==> config.mk <==
export PLATFORM = sky130hd
export DESIGN_NAME = cascade_intc
export DESIGN_NICKNAME = d
export VERILOG_FILES = /design/src/rtl/cascade_intc.sv
export SDC_FILE = /design/constraint.sdc
export NUM_CORES = 1
export LEC_CHECK = 0
export ABC_AREA = 1
export BUFFER_PORTS_ARGS = -buffer_cell sky130_fd_sc_hd__buf_2
export CAP_MARGIN = 10
export CORE_MARGIN = 3
export CORE_UTILIZATION = 60
export DETAILED_ROUTE_END_ITERATION = 16
export GPL_ROUTABILITY_DRIVEN = 0
export MAX_ROUTING_LAYER = met4
export PLACE_DENSITY = 0.84
export SKIP_LAST_GASP = 1
export SLEW_MARGIN = 20
export SYNTH_ARGS = -nofsm -noshare
export SYNTH_HDL_FRONTEND = slang
export SYNTH_SLANG_ARGS = --single-unit
==> constraint.sdc <==
create_clock -name clk -period 7.2 [get_ports clk]
set_input_delay 0 -clock clk [delete_from_list [all_inputs] [get_ports clk]]
set_output_delay 0 -clock clk [all_outputs]
set_load 0.01 [all_outputs]
==> src/rtl/cascade_intc.sv <==
module cascade_intc #(
  parameter logic [7:0] BASE_RST = 8'd32
) (
  input  logic        clk,
  input  logic        rst_n,
  input  logic [15:0] irq_in,
  input  logic        ack,
  input  logic        wr_en,
  input  logic [2:0]  wr_addr,
  input  logic [7:0]  wr_data,
  output logic        irq_out,
  output logic [7:0]  vector
);
  localparam logic [15:0] CASC_BIT = 16'h0004;

  function automatic logic [3:0] first8(input logic [7:0] v);
    first8 = 4'd8;
    for (int i = 7; i >= 0; i--)
      if (v[i]) first8 = i[3:0];
  endfunction

  logic [15:0] irr, isr, msk, prev;
  logic [7:0]  base;
  logic        en;

  logic [7:0]  s_req, m_req;
  logic [3:0]  s_pick, s_top, m_pick, m_top, line;
  logic        s_int, m_int, take, eoi_m, eoi_s;
  logic [15:0] rise, take_set, take_clr, eoi_clr;

  assign s_req  = irr[15:8] & ~msk[15:8];
  assign s_pick = first8(s_req);
  assign s_top  = first8(isr[15:8]);
  assign s_int  = s_pick < s_top;

  assign m_req  = {irr[7:3], s_int, irr[1:0]} & ~msk[7:0];
  assign m_pick = first8(m_req);
  assign m_top  = first8(isr[7:0]);
  assign m_int  = m_pick < m_top;

  assign irq_out = en & m_int;
  assign line    = (m_pick == 4'd2) ? {1'b1, s_pick[2:0]} : m_pick;
  assign vector  = base + {4'd0, line};

  assign take  = ack & irq_out;
  assign eoi_m = wr_en && wr_addr == 3'd4;
  assign eoi_s = wr_en && wr_addr == 3'd5;

  assign rise     = irq_in & ~prev & ~CASC_BIT;
  assign take_clr = take ? (16'd1 << line) : 16'd0;
  assign take_set = take_clr | ((take && line[3]) ? CASC_BIT : 16'd0);
  assign eoi_clr  = ((eoi_m && !m_top[3]) ? (16'd1 << m_top) : 16'd0)
                  | ((eoi_s && !s_top[3]) ? (16'd1 << {1'b1, s_top[2:0]}) : 16'd0);

  always_ff @(posedge clk or negedge rst_n) begin
    if (!rst_n) begin
      irr  <= '0;
      isr  <= '0;
      msk  <= '0;
      prev <= '0;
      base <= BASE_RST;
      en   <= 1'b0;
    end else begin
      prev <= irq_in;
      irr  <= (irr & ~take_clr) | rise;
      isr  <= (isr & ~eoi_clr) | take_set;
      if (wr_en) begin
        case (wr_addr)
          3'd0:    msk[7:0]  <= wr_data;
          3'd1:    msk[15:8] <= wr_data;
          3'd2:    base      <= wr_data;
          3'd3:    en        <= wr_data[0];
          default: ;
        endcase
      end
    end
  end
endmodule

# After elaboration in Yosys (flattened, before gate mapping)
# Index checks and enable logic that the tools add are counted.
dict set report word_totals {
  register_bits 73
  word_cells 84
  in_bits 31
  out_inout_bits 9
}
dict set report classes {
  n_reduce_logical 12
  magnitude_cmp 2
  addsub 1
  eq_ne 6
  muxes 37
  bitwise_logic 16
  shifts 3
}
# cell count
set ops {}
lappend ops {{two-way mux 4 bit} 33}
lappend ops {{AND 16 bit} 3}
lappend ops {{two-way mux 16 bit} 3}
lappend ops {{NOT 16 bit} 3}
lappend ops {{OR 16 bit} 3}
lappend ops {{<< shifter 1 x 4 -> 16 bit (first input constant)} 3}
lappend ops {{AND 8 bit} 2}
lappend ops {{NOT 8 bit} 2}
lappend ops {{OR 16 x 3 -> 16 bit} 1}
lappend ops {{adder 8 x 4 -> 8 bit} 1}
lappend ops {{less-than comparator 4 bit} 2}
lappend ops {{AND reduction 2 bit} 4}
lappend ops {{== test 3 x 2 -> 1 bit (second input constant)} 2}
lappend ops {{== test 3 bit (second input constant)} 2}
lappend ops {{logical AND 1 bit} 5}
lappend ops {{== test 4 x 2 -> 1 bit (second input constant)} 1}
lappend ops {{== test 3 x 1 -> 1 bit (second input constant)} 1}
lappend ops {{logical NOT 3 bit} 1}
lappend ops {{two-way mux 3 bit} 1}
lappend ops {{AND 1 bit} 2}
lappend ops {{logical NOT 1 bit} 2}

# Longest topological paths before layout
dict set report depth {
  ltp_word 27
  mapped_depth 26
}

# Worst setup path after synthesis
# Ideal clock, no wire load.
dict set report synth_path {
  path_type {flip-flop to flip-flop}
  from {register isr[14]}
  to {register irr[12]}
  synth_period_minus_slack_ps 2936
  slack_ps 4264
  setup_time_ps 121
  stages_incl_launch_ff 19
  t_required_ps 7079
  n_path_buf 1
  arrival_time_ps 2815
  cell_sequence {dfrtp_1 -> inv_1 -> a211oi_1 -> nor3_1 -> nor3_1 -> inv_1 -> ha_1 -> nand2_1 -> nand2_1 -> nand2_2 -> nand2_4 -> nand3_1 -> nor2_2 -> ha_1 -> a211oi_1 -> nand3_2 -> buf_2 -> o21bai_1 -> nand2_1}
}
dict set report synth_between {
  elab_chain_len 19
}
# item line
set synth_rtl {}
lappend synth_rtl {{start: declaration} 22} ;# logic [15:0] irr, isr, msk, prev;
lappend synth_rtl {{start signal: assignment} 66} ;# isr <= (isr & ~eoi_clr) | take_set;
lappend synth_rtl {{two-way mux 4 bit * (7 in a row)} 19} ;# if (v[i]) first8 = i[3:0];
lappend synth_rtl {{less-than comparator 4 bit *} 34} ;# assign s_int = s_pick < s_top;
lappend synth_rtl {{AND 8 bit *} 36} ;# assign m_req = {irr[7:3], s_int, irr[1:0]} & ~msk[7:0];
lappend synth_rtl {{two-way mux 4 bit * (3 in a row)} 19}
lappend synth_rtl {{less-than comparator 4 bit / == test 4 x 2 -> 1 bit (equally long branches)} {39, 42}}
lappend synth_rtl {{AND 1 bit / two-way mux 4 bit (equally long branches)} {41, 42}}
lappend synth_rtl {{AND 1 bit / << shifter 1 x 4 -> 16 bit (equally long branches)} {45, 50}}
lappend synth_rtl {{two-way mux 16 bit *} 50} ;# assign take_clr = take ? (16'd1 << line) : 16'd0;
lappend synth_rtl {{NOT 16 bit *} 65} ;# irr <= (irr & ~take_clr) | rise;
lappend synth_rtl {{AND 16 bit *} 65}
lappend synth_rtl {{OR 16 bit *} 65}
lappend synth_rtl {{end signal: assignment} 65}
lappend synth_rtl {{end: declaration} 22}
# Mark *: on every way between the ends. The rest lies on a longest branch, timed or not.
# A chain may end at the register's enable or synchronous reset.

# Final worst setup path
dict set report layout_path {
  from {register msk[15]}
  to {register irr[4]}
}
dict set report layout_between {
  elab_chain_len 22
}
# item line
set layout_rtl {}
lappend layout_rtl {{start: declaration} 22}
lappend layout_rtl {{start signal: assignment} 70} ;# 3'd1: msk[15:8] <= wr_data;
lappend layout_rtl {{NOT 8 bit *} 31} ;# assign s_req = irr[15:8] & ~msk[15:8];
lappend layout_rtl {{AND 8 bit *} 31}
lappend layout_rtl {{two-way mux 4 bit * (8 in a row)} 19}
lappend layout_rtl {{less-than comparator 4 bit} 34}
lappend layout_rtl {{AND 8 bit} 36}
lappend layout_rtl {{two-way mux 4 bit (3 in a row)} 19}
lappend layout_rtl {{less-than comparator 4 bit / == test 4 x 2 -> 1 bit (equally long branches)} {39, 42}}
lappend layout_rtl {{AND 1 bit / two-way mux 4 bit (equally long branches)} {41, 42}}
lappend layout_rtl {{AND 1 bit / << shifter 1 x 4 -> 16 bit (equally long branches)} {45, 50}}
lappend layout_rtl {{two-way mux 16 bit *} 50}
lappend layout_rtl {{NOT 16 bit *} 65}
lappend layout_rtl {{AND 16 bit *} 65}
lappend layout_rtl {{OR 16 bit *} 65}
# Marks and branches as above.

==> summary.txt <==
Power and ir drop
  • Maximum vdd drop: 0.240 mV
  • Pwr Density: 316 mW/mm^2
  • Clk pwr share: 26.0%
  • Switching power: 0.000530 W
  • Logic pwr share: 36.7%
  • Sw Ratio: 37.6%
  • P_leak: 2.30 nW
  • Cell Int Power: 0.000879 W
  • Reg power frac: 37.3%

Detailed routing
  • Via count: 3,242
  • Post-route DRC violation count: 0
  • DRT Wirelength: 8810 um
  • Iter 0 DRT Violations: 259
  • DRT Pass-1 Iters: 5
  • Vias per inst: 5.38
  • Detailed-route wire length per cell: 14.6 um
  • ANT nets after route: 0

Logic synthesis
  • Synth warn: 0
  • Post-synthesis xor/xnor area fraction: 1.41%
  • Post-synthesis register bit count: 71
  • Post-Syn Nets: 497
  • Compound-cell area share of the yosys netlist: 14.8%
  • Largest family of logic cells by synthesized area: simple AND/OR/NAND/NOR gates
  • Post-Synth Simple-Gate Area: 22.4%
  • Syn avg cell area: 8.18 um^2
  • Synth unique cells: 35
  • Seq/Total Area, Yosys: 47.8%
  • Ys async rst share: 100%
  • Post-Synth Adder-Cell Area: 3.90%
  • Multiplexer share of the synthesized area: 0%
  • Post-Syn Instances: 455
  • Predominant post-synthesis flop cell: dfrtp_1
  • Post-synth EDFFs: 0
  • Synthesized area: 0.00372 mm^2

Final layout
  • Share of layout cells above drive strength 1: 16.7%
  • Diodes inserted: 0
  • Highest-count cells in the layout ignoring fill and taps: nand2_1 (114), inv_1 (80), dfrtp_1 (70)
  • Final nets: 566
  • Fillcell total: 434
  • Area Overhead vs Synth: 19.7%
  • Commonest non-fill, non-tap cell in the layout: nand2_1

Clocking
  • Post-CTS sizing: 0
  • Hold buffers post-CTS: 25
  • Num CTS Buffers: 9
  • CTS sink count: 71
  • Post-CTS setup buffers: 0
  • Worst-Skew Late Latency: 350 ps
  • Htree depth: 3
  • CTS tree: built
  • CTS clock-pin slew for the worst setup and hold paths: 70 ps
  • Root buf cell: clkbuf_8
  • Longest Clk Path Bufs: 2

Global route
  • Initial antenna violation count: 0
  • Global Route Usage Sum: 27.6%
  • Largest net degree at the start of global routing: 72
  • Vias in the first global route: 3,253
  • Grt ovf: 0
  • First-pass GRT wire length: 15,100 um

Setup path
  • Setup Crit Path Kind: reg -> reg
  • Arr. time, crit path: 4190 ps
  • Cell count of the worst reg-to-reg path: 15
  • CP startpoint kind: flip-flop
  • CP max FO: 29
  • Crit. End Element: flip-flop
  • R2R Setup Slk: 3230 ps
  • Req. time, crit path: 7420 ps

STA
  • Skew final: 11.7 ps
  • Slew Limit Fails: 0
  • Worst hold margin: 7.33 ps
  • Setup Viol. Count Final: 0
  • RSZ-0062 raised after global routing: false
  • Hold Fails Final Rpt: 0
  • Slew margin rel.: 42.4%
  • Tcrit/Tclk final: 55.1%
  • Least-Margin Pin Slew: 863 ps
  • Max Fclk: 252 MHz
  • TNS Setup: 0 ps
  • Final min period: 3970 ps

Placed design
  • Port bufs: 38
  • Post-DP HPWL: 5970 um

Floorplanning
  • Die extent in x: 84.7 um
  • Die area: 0.00718 mm^2
  • # rows: 28
  • Starting Density: 62.5%
  • Num ports: 40
  • Core Box Area: 0.00596 mm^2
  • Die Height: 84.7 um

Run status
  • Status: completed

Min path
  • Hold path depth: 3
  • Hold Crit Class: in -> reg

Job
  • Max cap viols: 0
[power by group through the flow]
stage | combinational (W) | clock, W | sequential [W]
after floorplan | 0.000385 | 0 | 0.000514
after global placement | 0.000470 | 0 | 0.000526
after detailed placement | 0.000493 | 0 | 0.000530
after CTS | 0.000512 | 0.000366 | 0.000524
after global routing | 0.000580 | 0.000380 | 0.000534
final | 0.000517 | 0.000366 | 0.000526
[routing by layer]
metal	GRT usage [%]	up-vias	share of wire, %	wire, um
met5	-	-	0	0
met2	46.9	97	52	4590
met1	33.9	1559	42	3670
met3	3.24	15	4.4	388
li1	-	1571	-	-
met4	10.2	0	1.7	152
[state kept, by name, indices dropped and copies added, names as in the netlist]
signal / flops
isr: 16
msk: 16
irr: 15
prev: 15
base: 8
en: 1
[kinds of logic (layout without fill, tap and decap cells)]
kind of cell,Yosys count,in the layout
xor gates and xnor gates,6,6
and+or+nand+nor,194,194
buffers and inverters,91,164
AOI/OAI and AO/OA,82,82
adders and majority gates,11,11
DFF,71,71
[cell type report]
class | count | area [um^2] | area share, %
repair buffers | 64 | 448 | 10.1
flip-flops and latches | 71 | 1780 | 39.9
well taps | 75 | 93.8 | 2.11
clock buffers | 12 | 165 | 3.71
multi-input cells | 293 | 1580 | 35.6
clock inverters | 3 | 65.1 | 1.46
inverters | 85 | 319 | 7.16
[synth_stat cells (3+ instances only)]
master      n  area [um^2]
nand2_2     3         18.8
nand2_1   114          428
o21ai_0    36          180
nor2_2      4         25.0
or2_2       4         25.0
inv_2       5         18.8
xor2_1      4         35.0
o22ai_2     8          100
a21oi_1     6         30.0
o21ai_1     7         35.0
nor2_1     31          116
nor4_1      3         18.8
nand3_1    17         85.1
ha_1       10          125
o21ai_2     3         26.3
nor3_1     10         50.1
dfrtp_1    70         1750
clkbuf_1    3         11.3
o21bai_1   14          105
inv_1      80          300
[worst paths after layout]
kind | start | to
setup / recovery | msk[15] | irr[4]
hold / removal | wr_data[1] | base[1]
setup reg to reg | msk[15] | irr[4]
hold reg to reg | prev[6] | irr[6]
max in group asynchronous | rst_n | irr[3]
min in group asynchronous | rst_n | prev[10]
[through the flow]
step                area (um^2)  utilization [%]  total power (W)  instances  setup slack, ps
finish                     4450             74.8          0.00141        603             3230
global route               4450             74.8          0.00149        603             2910
CTS                        4450             74.8          0.00140        603             3300
detailed placement         3970             66.7          0.00102        563             3340
global placement           3970             66.7         0.000996        563             3440
floorplan                  3720                -         0.000900        455             4260
[critical path, cell delays in order (launching register included)]
cell and delay [ps]:
dfrtp_1 400, o21ai_0 310, nand3_1 140, a31oi_1 340
ha_1 310, nand2_1 70, nand2_1 60, nand2_2 80
nand2_4 70, nand3_1 150, nor2_2 80, ha_1 300
a211oi_1 410, nand3_2 640, o21bai_1 380, nand2_1 90
Note: power is estimated with default switching activity, not from simulation.
